$ cat src/rtl/nvbg_pkg.sv
package nvbg_pkg;

   // Decoded bus state for one clock
   typedef struct packed {
      logic ce_eff;    // chip enable after supply-fail masking
      logic wr_raw;    // write mode seen on the pins
      logic start;     // a new access begins on this edge
      logic early;     // that start falls inside the recovery window
      logic lock_nxt;  // refused-cycle lock for the next clock
      logic rd_now;    // accepted read mode
      logic wr_now;    // accepted write mode
   } nvbg_dec_t;

endpackage

$ cat src/rtl/nvbg_decode.sv
module nvbg_decode
   import nvbg_pkg::*;
(
   input  logic      ce_n,
   input  logic      we_n,
   input  logic      pwr_fail,
   input  logic      ce_q,
   input  logic      we_q,
   input  logic      lock_q,
   input  logic      busy,
   input  logic      commit_now,
   output nvbg_dec_t dec
);

   always_comb begin
      dec.ce_eff   = ~ce_n & ~pwr_fail;
      dec.wr_raw   = dec.ce_eff & ~we_n;
      // chip enable falling, or write enable toggling under chip enable
      dec.start    = dec.ce_eff & (~ce_q | (we_n ^ we_q));
      dec.early    = dec.start & (busy | commit_now);
      dec.lock_nxt = dec.ce_eff & (dec.early | lock_q);
      dec.rd_now   = dec.ce_eff & we_n & ~dec.lock_nxt;
      dec.wr_now   = dec.wr_raw & ~dec.lock_nxt;
   end

endmodule

$ cat src/rtl/nvbg_recovery.sv
module nvbg_recovery #(
   parameter int REC_CYC = 3
) (
   input  logic clk,
   input  logic rst_n,
   input  logic commit_now,
   output logic busy
);

   generate
      if (REC_CYC < 1) begin : g_bad_rec
         $error("nvbg_recovery: REC_CYC must be at least 1");
      end

      if (REC_CYC == 1) begin : g_edge_only
         // only the commit edge itself is blocked, handled in decode
         assign busy = 1'b0;
      end else begin : g_counter
         localparam int CW = $clog2(REC_CYC);
         localparam logic [CW-1:0] LOADV = CW'(REC_CYC - 1);
         logic [CW-1:0] cnt;

         always_ff @(posedge clk or negedge rst_n) begin
            if (!rst_n) begin
               cnt <= '0;
            end else if (commit_now) begin
               cnt <= LOADV;
            end else if (cnt != '0) begin
               cnt <= cnt - 1'b1;
            end
         end

         assign busy = (cnt != '0);
      end
   endgenerate

endmodule

$ cat src/rtl/nvbg_wrctl.sv
module nvbg_wrctl #(
   parameter int DW = 8
) (
   input  logic          clk,
   input  logic          rst_n,
   input  logic          wr_now,
   input  logic          wr_raw,
   input  logic          pwr_fail,
   input  logic [DW-1:0] din,
   output logic          commit_now,
   output logic          arr_wr,
   output logic [DW-1:0] arr_wdata
);

   logic wr_q;

   // window closes without a supply fault: commit
   assign commit_now = wr_q & ~wr_raw & ~pwr_fail;

   always_ff @(posedge clk or negedge rst_n) begin
      if (!rst_n) begin
         wr_q      <= 1'b0;
         arr_wr    <= 1'b0;
         arr_wdata <= '0;
      end else begin
         wr_q   <= wr_now;
         arr_wr <= commit_now;
         if (commit_now) begin
            arr_wdata <= din;
         end
      end
   end

endmodule

$ cat src/rtl/nvbus_gate.sv
module nvbus_gate
   import nvbg_pkg::*;
#(
   parameter int AW      = 13,
   parameter int DW      = 8,
   parameter int REC_CYC = 3
) (
   input  logic          clk,
   input  logic          rst_n,
   input  logic          ce_n,
   input  logic          we_n,
   input  logic          oe_n,
   input  logic          pwr_fail,
   input  logic [AW-1:0] addr,
   input  logic [DW-1:0] din,
   output logic [DW-1:0] dq_out,
   output logic          dq_oe,
   output logic [AW-1:0] arr_addr,
   output logic          arr_rd,
   output logic          arr_wr,
   output logic [DW-1:0] arr_wdata,
   input  logic [DW-1:0] arr_rdata,
   output logic          acc_err,
   output logic          rst_out_n
);

   generate
      if (AW < 1) begin : g_bad_aw
         $error("nvbus_gate: AW must be positive");
      end
      if (DW < 1) begin : g_bad_dw
         $error("nvbus_gate: DW must be positive");
      end
   endgenerate

   nvbg_dec_t dec;
   logic      ce_q;
   logic      we_q;
   logic      lock_q;
   logic      busy;
   logic      commit_now;

   nvbg_decode i_decode (
      .ce_n       (ce_n),
      .we_n       (we_n),
      .pwr_fail   (pwr_fail),
      .ce_q       (ce_q),
      .we_q       (we_q),
      .lock_q     (lock_q),
      .busy       (busy),
      .commit_now (commit_now),
      .dec        (dec)
   );

   nvbg_recovery #(.REC_CYC(REC_CYC)) i_recovery (
      .clk        (clk),
      .rst_n      (rst_n),
      .commit_now (commit_now),
      .busy       (busy)
   );

   nvbg_wrctl #(.DW(DW)) i_wrctl (
      .clk        (clk),
      .rst_n      (rst_n),
      .wr_now     (dec.wr_now),
      .wr_raw     (dec.wr_raw),
      .pwr_fail   (pwr_fail),
      .din        (din),
      .commit_now (commit_now),
      .arr_wr     (arr_wr),
      .arr_wdata  (arr_wdata)
   );

   always_ff @(posedge clk or negedge rst_n) begin
      if (!rst_n) begin
         ce_q      <= 1'b0;
         we_q      <= 1'b1;
         lock_q    <= 1'b0;
         arr_addr  <= '0;
         arr_rd    <= 1'b0;
         dq_oe     <= 1'b0;
         acc_err   <= 1'b0;
         rst_out_n <= 1'b0;
      end else begin
         ce_q      <= dec.ce_eff;
         we_q      <= we_n;
         lock_q    <= dec.lock_nxt;
         arr_addr  <= addr;
         arr_rd    <= dec.rd_now;
         dq_oe     <= dec.rd_now & ~oe_n;
         acc_err   <= dec.early;
         rst_out_n <= ~pwr_fail;
      end
   end

   assign dq_out = arr_rdata;

endmodule

$ cat config.mk
export PLATFORM = sky130hd
export DESIGN_NAME = nvbus_gate
export DESIGN_NICKNAME = d
export VERILOG_FILES = /design/src/rtl/nvbg_pkg.sv /design/src/rtl/nvbg_decode.sv /design/src/rtl/nvbg_recovery.sv /design/src/rtl/nvbg_wrctl.sv /design/src/rtl/nvbus_gate.sv
export SDC_FILE = /design/constraint.sdc
export NUM_CORES = 1
export LEC_CHECK = 0
export ABC_AREA = 1
export CAP_MARGIN = 20
export CORE_UTILIZATION = 36
export CTS_CLUSTER_DIAMETER = 80
export DETAILED_ROUTE_END_ITERATION = 16
export MAX_ROUTING_LAYER = met4
export PLACE_DENSITY = 0.89
export SLEW_MARGIN = 20
export SYNTH_ARGS = -nofsm -noshare
export SYNTH_HDL_FRONTEND = slang
export SYNTH_SLANG_ARGS = --single-unit
$ cat constraint.sdc
create_clock -name clk -period 1.38 [get_ports clk]
set_input_delay 0.138 -clock clk [delete_from_list [all_inputs] [get_ports clk]]
set_output_delay 0.138 -clock clk [all_outputs]
set_load 0.005 [all_outputs]
Yosys cells after proc, flatten, opt, wreduce, memory -nomap -nowiden
Cells that the tools add are included.
{"block": "op_classes", "n_addsub": 1, "mux": 2, "n_bitwise": 22, "reduce_logical": 2}
{"operator": "1-bit AND", "count": 11}
{"operator": "1-bit NOT", "count": 7}
{"operator": "2-bit two-way mux", "count": 2}
{"operator": "2-bit nonzero test", "count": 2}
{"operator": "1-bit OR", "count": 3}
{"operator": "2-bit by 1-bit subtractor with 2-bit output, second input constant", "count": 1}
{"operator": "1-bit XOR", "count": 1}
{"block": "word_totals", "ff_bits": 32, "input_bits": 35, "out_inout_bits": 34, "word_cells": 39}

Longest topological paths before layout
Gate-level depths: netlist of the first run.
{"block": "depth", "depth_word": 13, "mapped_depth": 7, "ltp_nobuf": 7}

Cells and area by module
From an unflattened synthesis of the first run, not the netlist that was laid out.
{"block": "unflattened", "cells_unflattened": 104, "area_unflattened_um2": 1198.6}
{"mod": "nvbus_gate", "instances": 1, "cells_each": 31, "area_per_inst_um2": 575.6, "seq_area_each_um2": 501.7}
{"mod": "nvbg_wrctl", "instances": 1, "cells_each": 39, "area_per_inst_um2": 400.4, "seq_area_each_um2": 250.2}
{"mod": "nvbg_recovery", "instances": 1, "cells_each": 14, "area_per_inst_um2": 122.6, "seq_area_each_um2": 50.0}
{"mod": "nvbg_decode", "instances": 1, "cells_each": 20, "area_per_inst_um2": 100.1, "seq_area_each_um2": 0.0}

Worst setup path before layout of the first run
Ideal clock, no wire load.
{"block": "synth_path", "path_kind": "register to register", "startpoint": "register we_q", "endpoint": "register dq_oe", "setup_ns": 0.072, "arrival_time_ns": 0.894, "path_slack_ns": 0.415, "path_stages_with_launch": 7, "n_path_buf": 0, "synth_period_minus_slack_ns": 0.965, "path_cell_list": "dfstp_2 inv_1 nand2_1 nand3_1 nand3_2 nand3_1 nor2_1"}
{"block": "synth_between", "elab_chain_cells": 9}
{"element": "start: declaration", "line": "nvbus_gate.sv:38", "text": "logic we_q;"}
{"element": "start signal: assignment", "line": "nvbus_gate.sv:86", "text": "we_q <= we_n;"}
{"element": "1-bit XOR", "line": "nvbg_decode.sv:19", "text": "dec.start = dec.ce_eff & (~ce_q | (we_n ^ we_q));"}
{"element": "1-bit OR", "line": "nvbg_decode.sv:19"}
{"element": "1-bit AND", "line": "nvbg_decode.sv:19"}
{"element": "1-bit AND", "line": "nvbg_decode.sv:20", "text": "dec.early = dec.start & (busy | commit_now);"}
{"element": "1-bit OR", "line": "nvbg_decode.sv:21", "text": "dec.lock_nxt = dec.ce_eff & (dec.early | lock_q);"}
{"element": "1-bit AND", "line": "nvbg_decode.sv:21"}
{"element": "1-bit NOT", "line": "nvbg_decode.sv:22", "text": "dec.rd_now = dec.ce_eff & we_n & ~dec.lock_nxt;"}
{"element": "1-bit AND", "line": "nvbg_decode.sv:22"}
{"element": "1-bit AND", "line": "nvbus_gate.sv:90", "text": "dq_oe <= dec.rd_now & ~oe_n;"}
{"element": "end signal: assignment", "line": "nvbus_gate.sv:90"}
{"element": "end: declaration", "line": "nvbus_gate.sv:17", "text": "output logic dq_oe,"}
No other way between the ends.
A chain may end at the register's enable or synchronous reset.

Worst setup path in the final report of the first run
{"block": "layout_path", "startpoint": "register i_wrctl.arr_wdata[2]", "endpoint": "output port arr_wdata[2]"}
{"element": "start: declaration", "line": "nvbg_wrctl.sv:12", "text": "output logic [DW-1:0] arr_wdata"}
{"element": "start signal: assignment", "line": "nvbg_wrctl.sv:29", "text": "arr_wdata <= din;"}
{"element": "end: declaration", "line": "nvbus_gate.sv:21", "text": "output logic [DW-1:0] arr_wdata,"}
No word-level cell between the ends.

==> impl_metrics.prom, run 1 <==
# TYPE chip_impl_metric gauge
chip_impl_info{name="run_status",value="finished with violations"} 1
chip_impl_info{name="failing_checks",value="DRC"} 1
chip_impl_metric{name="post_route_cells_drive_above_1_share",unit="%"} 13.07
chip_impl_metric{name="critPathMaxFanout",unit=""} 2
chip_impl_info{name="hold_class",value="primary input to asynchronous set/reset pin"} 1
chip_impl_info{name="timing.rr.start",value="we_q"} 1
chip_impl_metric{name="data_arrival_time_of_the_worst_path",unit="ns"} 1.19
chip_impl_info{name="worst_r2r_endpoint",value="dq_oe"} 1
chip_impl_metric{name="floorplan.die.height",unit="µm"} 57.56
chip_impl_metric{name="fin_area",unit="µm²"} 1727
chip_impl_metric{name="drt-total-wl",unit="mm"} 2.325
chip_impl_metric{name="cts_made_buffers",unit=""} 5
chip_impl_metric{name="cap_viol_max_count",unit=""} 0
chip_impl_metric{name="syn-num-nets",unit=""} 131
chip_impl_metric{name="fin_setup_tns",unit="ns"} 0
chip_impl_metric{name="timing.critical_path.buf_inv",unit=""} 1
chip_impl_metric{name="drt-wirelength-per-cell",unit="µm"} 12.64
chip_impl_metric{name="critical-path-max-stage-delay",unit="ns"} 0.50
chip_impl_metric{name="clk_transition_reported_paths",unit="ns"} 0.10
chip_impl_info{name="grt_setup_unrepaired",value="false"} 1
chip_impl_metric{name="power.static_leakage",unit="nW"} 0.8964
chip_impl_metric{name="detail_route.vias_per_cell",unit=""} 4.527
chip_impl_metric{name="hpwl_detailed",unit="mm"} 1.745
chip_impl_metric{name="postSynthAreaPerCell",unit="µm²"} 11.70
chip_impl_metric{name="required",unit="ns"} 1.24
chip_impl_metric{name="antennaDiodeCount",unit=""} 0
chip_impl_metric{name="clk-insertion-delay-late",unit="ns"} 0.32
chip_impl_info{name="critical-path-top-delay-family",value="buffers and inverters"} 1
chip_impl_metric{name="max_clock_buf_depth",unit=""} 2
chip_impl_metric{name="initial_utilization",unit="%"} 39.27
chip_impl_metric{name="cellPowerDensity",unit="nW/µm²"} 1296
chip_impl_metric{name="synth.lib_cells_used.distinct",unit=""} 14
chip_impl_metric{name="fin_nets",unit=""} 188
chip_impl_info{name="cts_root_buf",value="sky130_fd_sc_hd__clkbuf_4"} 1
chip_impl_metric{name="antenna_found_initial",unit=""} 0
chip_impl_info{name="critical_path.slowest_cell",value="sky130_fd_sc_hd__clkdlybuf4s50_1"} 1
chip_impl_metric{name="period_share",unit="%"} 96.12
chip_impl_metric{name="syn-cell-area",unit="µm²"} 1111
chip_impl_info{name="cp-end-kind",value="primary output"} 1
chip_impl_metric{name="grt_use_total",unit="%"} 16.64
chip_impl_metric{name="i_o_pin_count",unit=""} 69
chip_impl_metric{name="finalMaxSlewViolations",unit=""} 0
chip_impl_metric{name="reg2regPathDepth",unit=""} 6
chip_impl_metric{name="first_iter_violations",unit=""} 18
chip_impl_metric{name="synth_top_area_share",unit="%"} 69.82
chip_impl_info{name="library_cell_occupying_the_most_area_in_the_post_synthesis_netlist",value="sky130_fd_sc_hd__dfrtp_1"} 1
chip_impl_metric{name="design.core.area",unit="µm²"} 2829
chip_impl_metric{name="grt_max_degree",unit=""} 33
chip_impl_info{name="path_cells",value="clkdlybuf4s50_1"} 1
chip_impl_metric{name="min_period",unit="ns"} 1.326
chip_impl_metric{name="area_delta_synth_final",unit="%"} 55.41
chip_impl_metric{name="htreeDepth",unit=""} 2
chip_impl_metric{name="worst_slew_margin_rel",unit="%"} 74.17
chip_impl_metric{name="std_cell_rows",unit=""} 19
chip_impl_metric{name="vdd.ir_drop.worst",unit="µV"} 719.4
chip_impl_info{name="tritoncts",value="done"} 1
chip_impl_metric{name="detailroute.via_count",unit=""} 833
chip_impl_metric{name="worst_slew_pin_slew",unit="ns"} 0.3874
chip_impl_metric{name="io_buffers",unit=""} 52
chip_impl_metric{name="postSynthCellCount",unit=""} 95
chip_impl_metric{name="clock-sinks",unit=""} 32
chip_impl_metric{name="chip_width",unit="µm"} 57.56
chip_impl_metric{name="placement.cell_area",unit="µm²"} 1633
chip_impl_metric{name="finClkSkew",unit="ns"} 0.01007
chip_impl_metric{name="yosysWarnings",unit=""} 0
chip_impl_info{name="synth.area.top_cells",value="sky130_fd_sc_hd__dfrtp_1 70%, sky130_fd_sc_hd__nand2_1 10%, sky130_fd_sc_hd__buf_4 6.1%, sky130_fd_sc_hd__inv_1 3.0%, sky130_fd_sc_hd__dfstp_2 2.4%"} 1
chip_impl_metric{name="wire_length_of_the_first_global_routing_pass",unit="mm"} 3.877
chip_impl_metric{name="synth.ff_latch_count",unit=""} 32
chip_impl_metric{name="max_clock_freq",unit="MHz"} 753.9
chip_impl_metric{name="first_global_vias",unit=""} 869
chip_impl_metric{name="gr-total-overflow",unit=""} 0
chip_impl_metric{name="post-route-drc-count",unit=""} 4
chip_impl_metric{name="hold_viol",unit=""} 0
chip_impl_metric{name="regToRegSetupSlack",unit="ns"} 0.30
chip_impl_metric{name="cts_hold_buffers",unit=""} 0
chip_impl_info{name="crit_type",value="register to primary output"} 1
chip_impl_metric{name="seq_area_frac_synth",unit="%"} 72.18
chip_impl_metric{name="first_pass_iters",unit=""} 10
chip_impl_metric{name="ant_nets",unit=""} 0
chip_impl_metric{name="die_area",unit="µm²"} 3313
chip_impl_metric{name="gp_weighted_congestion",unit=""} 0.7276
chip_impl_metric{name="finalSetupViolCount",unit=""} 0
chip_impl_info{name="critical_path_start_type",value="register"} 1
-- cells by family (layout without fill, tap and decap cells) --
logic type,after synthesis,in the layout,share of synthesized area (%)
AOI/OAI and AO/OA,2,2,1.126
adders and majority gates,1,1,1.126
buffers and inverters,19,77,9.458
DFF,32,32,72.18
and+or+nand+nor,41,41,16.10
-- cells in the mapped netlist --
cell type,instances
sky130_fd_sc_hd__nand3_2,1
sky130_fd_sc_hd__nand2_1,30
sky130_fd_sc_hd__ha_1,1
sky130_fd_sc_hd__dfrtp_1,31
sky130_fd_sc_hd__inv_1,9
sky130_fd_sc_hd__o211ai_1,1
sky130_fd_sc_hd__buf_4,9
sky130_fd_sc_hd__dfstp_2,1
sky130_fd_sc_hd__nand2_2,3
sky130_fd_sc_hd__nor2_1,3
sky130_fd_sc_hd__nand3_1,3
sky130_fd_sc_hd__nor2_4,1
sky130_fd_sc_hd__o21ai_0,1
sky130_fd_sc_hd__inv_2,1
-- what timing repair did --
item                                    4_1_cts  5_1_grt
setup buffers                                 0        3
gates resized for setup                       0        5
endpoints found under the setup margin        0        6
-- layer usage --
metal	GRT usage (%)	vias to the layer above	wire, µm
li1	-	390	-
met1	16.10	399	815
met2	29.90	42	1279
met3	6.803	2	224
met4	5.226	0	6
met5	-	-	0
-- worst max path at each step --
stage | to | startpoint | slack [ns] | depth (start not counted)
after global routing | arr_wdata[1] | i_wrctl.arr_wdata[1] | 0.002 | 1
after CTS | arr_wdata[3] | i_wrctl.arr_wdata[3] | 0.01 | 1
after detailed placement | dq_oe | pwr_fail | 0.02 | 8
final | arr_wdata[2] | i_wrctl.arr_wdata[2] | 0.05 | 1
after global placement | dq_oe | pwr_fail | 0.08 | 8
after floorplan | dq_oe | we_q | 0.41 | 6
-- cells in the final DEF, fill, tap and decap left out --
cell	instances
sky130_fd_sc_hd__dfstp_2	1
sky130_fd_sc_hd__clkbuf_8	1
sky130_fd_sc_hd__clkdlybuf4s50_1	47
sky130_fd_sc_hd__nor2_1	3
sky130_fd_sc_hd__clkbuf_4	5
sky130_fd_sc_hd__dfrtp_1	31
sky130_fd_sc_hd__nand3_1	3
sky130_fd_sc_hd__ha_1	1
sky130_fd_sc_hd__inv_2	1
sky130_fd_sc_hd__nand2_2	3
sky130_fd_sc_hd__o21ai_0	1
sky130_fd_sc_hd__buf_4	7
sky130_fd_sc_hd__dlymetal6s2s_1	5
sky130_fd_sc_hd__o211ai_1	1
sky130_fd_sc_hd__inv_1	9
sky130_fd_sc_hd__clkbuf_1	2
sky130_fd_sc_hd__nor2_4	1
sky130_fd_sc_hd__nand2_1	30
sky130_fd_sc_hd__nand3_2	1
-- sequential cells by signal, summed over array words and instances (netlist names) --
| signal | cells |
|---|---|
| acc_err | 1 |
| i_wrctl.arr_wr | 1 |
| rst_out_n | 1 |
| arr_rd | 1 |
| dq_oe | 1 |
| i_wrctl.arr_wdata | 8 |
| ce_q | 1 |
| arr_addr | 13 |
| lock_q | 1 |
| i_wrctl.wr_q | 1 |
| i_recovery.g_counter.cnt | 2 |
| we_q | 1 |
-- area by class of cell --
cell class | count | area [µm²]
timing repair buffer | 59 | 585.6
inverter | 10 | 37.54
clock buffer | 8 | 58.81
sequential | 32 | 802.0
multi-input combinational | 44 | 203.9
fill | 226 | 1102
tap | 31 | 38.79
-- where the power goes --
group / internal [mW] / leakage, nW / switching [mW] / total [mW]
logic: 0.340 / 0.472 / 0.217 / 0.557
clock network: 0.251 / 0.0326 / 0.290 / 0.541
registers: 1.08 / 0.392 / 0.0624 / 1.14
-- metrics by stage --
| step | utilization (%) | worst slack [ns] | std cells | power, mW | hold slack [ns] |
|---|---|---|---|---|---|
| after global placement | 57.72 | 0.08114 | 173 | 1.666 | 0.2760 |
| after global routing | 61.03 | 0.001707 | 184 | 2.389 | 0.2174 |
| after floorplan | - | 0.4148 | 95 | 1.368 | -0.1576 |
| after detailed placement | 57.72 | 0.01781 | 173 | 1.698 | 0.2760 |
| final | 61.03 | 0.05354 | 184 | 2.238 | 0.2126 |
| after CTS | 59.80 | 0.009723 | 181 | 2.243 | 0.2151 |
-- worst reg2reg max path: cells and delay by family, from the launching register on --
kind | cells | cell delay (ns)
DFF | 1 | 0.54
buffers and inverters | 1 | 0.04
and+or+nand+nor | 5 | 0.43
Power figures use the tool's default switching activity.
==> run 2: changes to the inputs <==
--- a/config.mk
+++ b/config.mk
@@ -11,7 +11,7 @@
 export CTS_CLUSTER_DIAMETER = 80
 export DETAILED_ROUTE_END_ITERATION = 16
 export MAX_ROUTING_LAYER = met4
-export PLACE_DENSITY = 0.89
+export PLACE_DENSITY = 0.8
 export SLEW_MARGIN = 20
 export SYNTH_ARGS = -nofsm -noshare
 export SYNTH_HDL_FRONTEND = slang
==> run 2 against run 1 <==
Net effect:
- combinational power fell by 6.6%
- global-route usage is 1.1 points lower
- the run still ends with DRC left
- setup slack improved by 0.0097 ns
- cell count is 1.1% lower
==> impl_metrics.prom, run 2 (same netlist as run 1, synthesis figures left out) <==
# TYPE chip_impl_metric gauge
chip_impl_metric{name="hold_viol",unit=""} 0
chip_impl_info{name="cp-end-kind",value="primary output"} 1
chip_impl_metric{name="io_buffers",unit=""} 52
chip_impl_metric{name="grt_use_total",unit="%"} 15.55
chip_impl_metric{name="gp_weighted_congestion",unit=""} 0.7779
chip_impl_metric{name="drt-wirelength-per-cell",unit="µm"} 12.09
chip_impl_metric{name="max_clock_buf_depth",unit=""} 2
chip_impl_metric{name="clk-insertion-delay-late",unit="ns"} 0.34
chip_impl_info{name="grt_setup_unrepaired",value="false"} 1
chip_impl_metric{name="regToRegSetupSlack",unit="ns"} 0.30
chip_impl_metric{name="multiInputGateArea",unit="µm²"} 203.9
chip_impl_info{name="run_status",value="finished with violations"} 1
chip_impl_metric{name="finalMaxSlewViolations",unit=""} 0
chip_impl_info{name="critical_path_start_type",value="register"} 1
chip_impl_metric{name="layout.filler_cells",unit=""} 227
chip_impl_metric{name="timing.critical_path.buf_inv",unit=""} 1
chip_impl_info{name="crit_type",value="register to primary output"} 1
chip_impl_metric{name="required",unit="ns"} 1.24
chip_impl_info{name="most_common_cell_after_layout_fill_and_taps_aside",value="sky130_fd_sc_hd__clkdlybuf4s50_1"} 1
chip_impl_metric{name="ant_nets",unit=""} 0
chip_impl_metric{name="data_arrival_time_of_the_worst_path",unit="ns"} 1.18
chip_impl_info{name="largest-register",value="arr_addr"} 1
chip_impl_metric{name="cap_viol_max_count",unit=""} 0
chip_impl_metric{name="worst_slew_margin_rel",unit="%"} 88.27
chip_impl_metric{name="cts_made_buffers",unit=""} 5
chip_impl_metric{name="finalSetupViolCount",unit=""} 0
chip_impl_metric{name="post_placement_worst_setup_slack",unit="ns"} 0.01084
chip_impl_metric{name="largest_register_ffs",unit=""} 13
chip_impl_info{name="critical-path-top-delay-family",value="buffers and inverters"} 1
chip_impl_metric{name="cts_hold_buffers",unit=""} 0
chip_impl_metric{name="clk_transition_reported_paths",unit="ns"} 0.11
chip_impl_metric{name="fin_setup_tns",unit="ns"} 0
chip_impl_metric{name="finClkSkew",unit="ns"} 0.01123
chip_impl_metric{name="path_depth",unit=""} 1
chip_impl_metric{name="finalPower",unit="mW"} 2.190
chip_impl_metric{name="antenna_found_initial",unit=""} 0
chip_impl_metric{name="power.static_leakage",unit="nW"} 0.9414
chip_impl_metric{name="reg2regPathDepth",unit=""} 6
chip_impl_metric{name="htreeDepth",unit=""} 2
chip_impl_metric{name="min_period",unit="ns"} 1.317
chip_impl_metric{name="std_cell_rows",unit=""} 19
chip_impl_metric{name="cellPowerDensity",unit="nW/µm²"} 1262
chip_impl_metric{name="clock-sinks",unit=""} 32
chip_impl_metric{name="chip_width",unit="µm"} 57.56
chip_impl_info{name="worst_r2r_endpoint",value="dq_oe"} 1
chip_impl_info{name="largestRegisters",value="arr_addr (13), i_wrctl.arr_wdata (8), i_recovery.g_counter.cnt (2)"} 1
chip_impl_metric{name="design.core.area",unit="µm²"} 2829
chip_impl_metric{name="initial_utilization",unit="%"} 39.27
chip_impl_metric{name="hpwl_detailed",unit="mm"} 1.588
chip_impl_metric{name="period_share",unit="%"} 95.42
chip_impl_metric{name="fin_nets",unit=""} 186
chip_impl_metric{name="detail_route.vias_per_cell",unit=""} 4.412
chip_impl_metric{name="antennaDiodeCount",unit=""} 0
chip_impl_metric{name="i_o_pin_count",unit=""} 69
chip_impl_metric{name="floorplan.die.height",unit="µm"} 57.56
chip_impl_info{name="tritoncts",value="done"} 1
chip_impl_metric{name="register_area",unit="µm²"} 802.0
chip_impl_metric{name="critPathMaxFanout",unit=""} 1
chip_impl_info{name="layout.cells.most_common_list",value="39 x sky130_fd_sc_hd__clkdlybuf4s50_1, 31 x sky130_fd_sc_hd__dfrtp_1, 30 x sky130_fd_sc_hd__nand2_1, 10 x sky130_fd_sc_hd__dlymetal6s2s_1, 9 x sky130_fd_sc_hd__inv_1"} 1
chip_impl_metric{name="first_global_vias",unit=""} 833
chip_impl_metric{name="first_iter_violations",unit=""} 17
chip_impl_info{name="critical_path.slowest_cell",value="sky130_fd_sc_hd__clkdlybuf4s50_1"} 1
chip_impl_metric{name="die_area",unit="µm²"} 3313
chip_impl_metric{name="drt-total-wl",unit="mm"} 2.200
chip_impl_metric{name="grt_max_degree",unit=""} 33
chip_impl_metric{name="post-route-drc-count",unit=""} 5
chip_impl_info{name="timing.rr.start",value="i_recovery.g_counter.cnt[0]"} 1
chip_impl_info{name="hold_class",value="primary input to asynchronous set/reset pin"} 1
chip_impl_metric{name="wire_length_of_the_first_global_routing_pass",unit="mm"} 3.588
chip_impl_metric{name="post_route_cells_drive_above_1_share",unit="%"} 13.25
chip_impl_metric{name="worst_slew_pin_slew",unit="ns"} 0.1754
chip_impl_metric{name="critical-path-max-stage-delay",unit="ns"} 0.50
chip_impl_info{name="path_cells",value="clkdlybuf4s50_1"} 1
chip_impl_metric{name="max_clock_freq",unit="MHz"} 759.4
chip_impl_metric{name="first_pass_iters",unit=""} 10
chip_impl_metric{name="worst_slack",unit="ns"} 0.06321
chip_impl_metric{name="gr-total-overflow",unit=""} 0
chip_impl_metric{name="detailroute.via_count",unit=""} 803
chip_impl_info{name="failing_checks",value="DRC"} 1
chip_impl_metric{name="vdd.ir_drop.worst",unit="µV"} 829.4
chip_impl_info{name="cts_root_buf",value="sky130_fd_sc_hd__clkbuf_4"} 1
chip_impl_metric{name="area_delta_synth_final",unit="%"} 56.19
-- run 2: worst register-to-register path: stages, from the launching register on --
cell,delay [ns]
sky130_fd_sc_hd__dfrtp_1,0.37
sky130_fd_sc_hd__inv_1,0.08
sky130_fd_sc_hd__ha_1,0.21
sky130_fd_sc_hd__nand2_2,0.08
sky130_fd_sc_hd__nand3_2,0.08
sky130_fd_sc_hd__nand3_1,0.09
sky130_fd_sc_hd__nor2_1,0.10
-- run 2: how the worst max path moves through the flow --
stage	startpoint	endpoint	slack, ns
after floorplan	we_q	dq_oe	0.41
after global placement	pwr_fail	dq_oe	0.08
after detailed placement	pwr_fail	dq_oe	0.01
after CTS	i_wrctl.arr_wdata[1]	arr_wdata[1]	0.008
after global routing	arr_rd	arr_rd	0.005
final	i_wrctl.arr_wr	arr_wr	0.06
-- run 2: where the power goes --
| group | switching, mW | total, mW | internal, mW |
|---|---|---|---|
| registers | 0.0592 | 1.14 | 1.08 |
| logic | 0.213 | 0.520 | 0.307 |
| clock network | 0.333 | 0.533 | 0.200 |
| total | 0.605 | 2.19 | 1.58 |
-- run 2: cell type report --
cell class / instances / share of cell area [%]
clock inverter: 3 / 1.370
clock buffer: 5 / 2.163
sequential: 32 / 46.21
inverter: 10 / 2.163
timing repair buffer: 57 / 34.10
multi-input combinational: 44 / 11.75
tap: 31 / 2.235
-- run 2: routing by layer --
metal / track usage (%) / routed length, µm / vias to the layer above
li1: - / - / 386
met1: 16.29 / 850 / 366
met2: 24.25 / 1022 / 46
met3: 8.390 / 290 / 5
met4: 6.620 / 38 / 0
met5: - / 0 / -
-- run 2: through the flow --
stage	util [%]	std cells	hold WS (ns)	instance area (µm²)
floorplan	-	95	-0.1576	1111
global placement	58.16	173	0.2760	1645
detailed placement	58.16	173	0.2760	1645
CTS	60.19	181	0.1380	1703
global route	61.34	182	0.1494	1735
finish	61.34	182	0.1484	1735
-- run 2: what timing repair did --
| action | CTS | global route |
|---|---|---|
| cloned | 0 | 0 |
| setup endpoints to repair | 3 | 10 |
| resized for setup | 3 | 10 |
| setup buffers | 0 | 1 |
==> run 3: changes to the inputs <==
--- a/config.mk
+++ b/config.mk
@@ -10,6 +10,7 @@
 export CORE_UTILIZATION = 36
 export CTS_CLUSTER_DIAMETER = 80
 export DETAILED_ROUTE_END_ITERATION = 16
+export GPL_ROUTABILITY_DRIVEN = 0
 export MAX_ROUTING_LAYER = met4
 export PLACE_DENSITY = 0.8
 export SLEW_MARGIN = 20
==> results of run 3 <==
No change in the layout: final DEF, timing and power equal those of run 2.
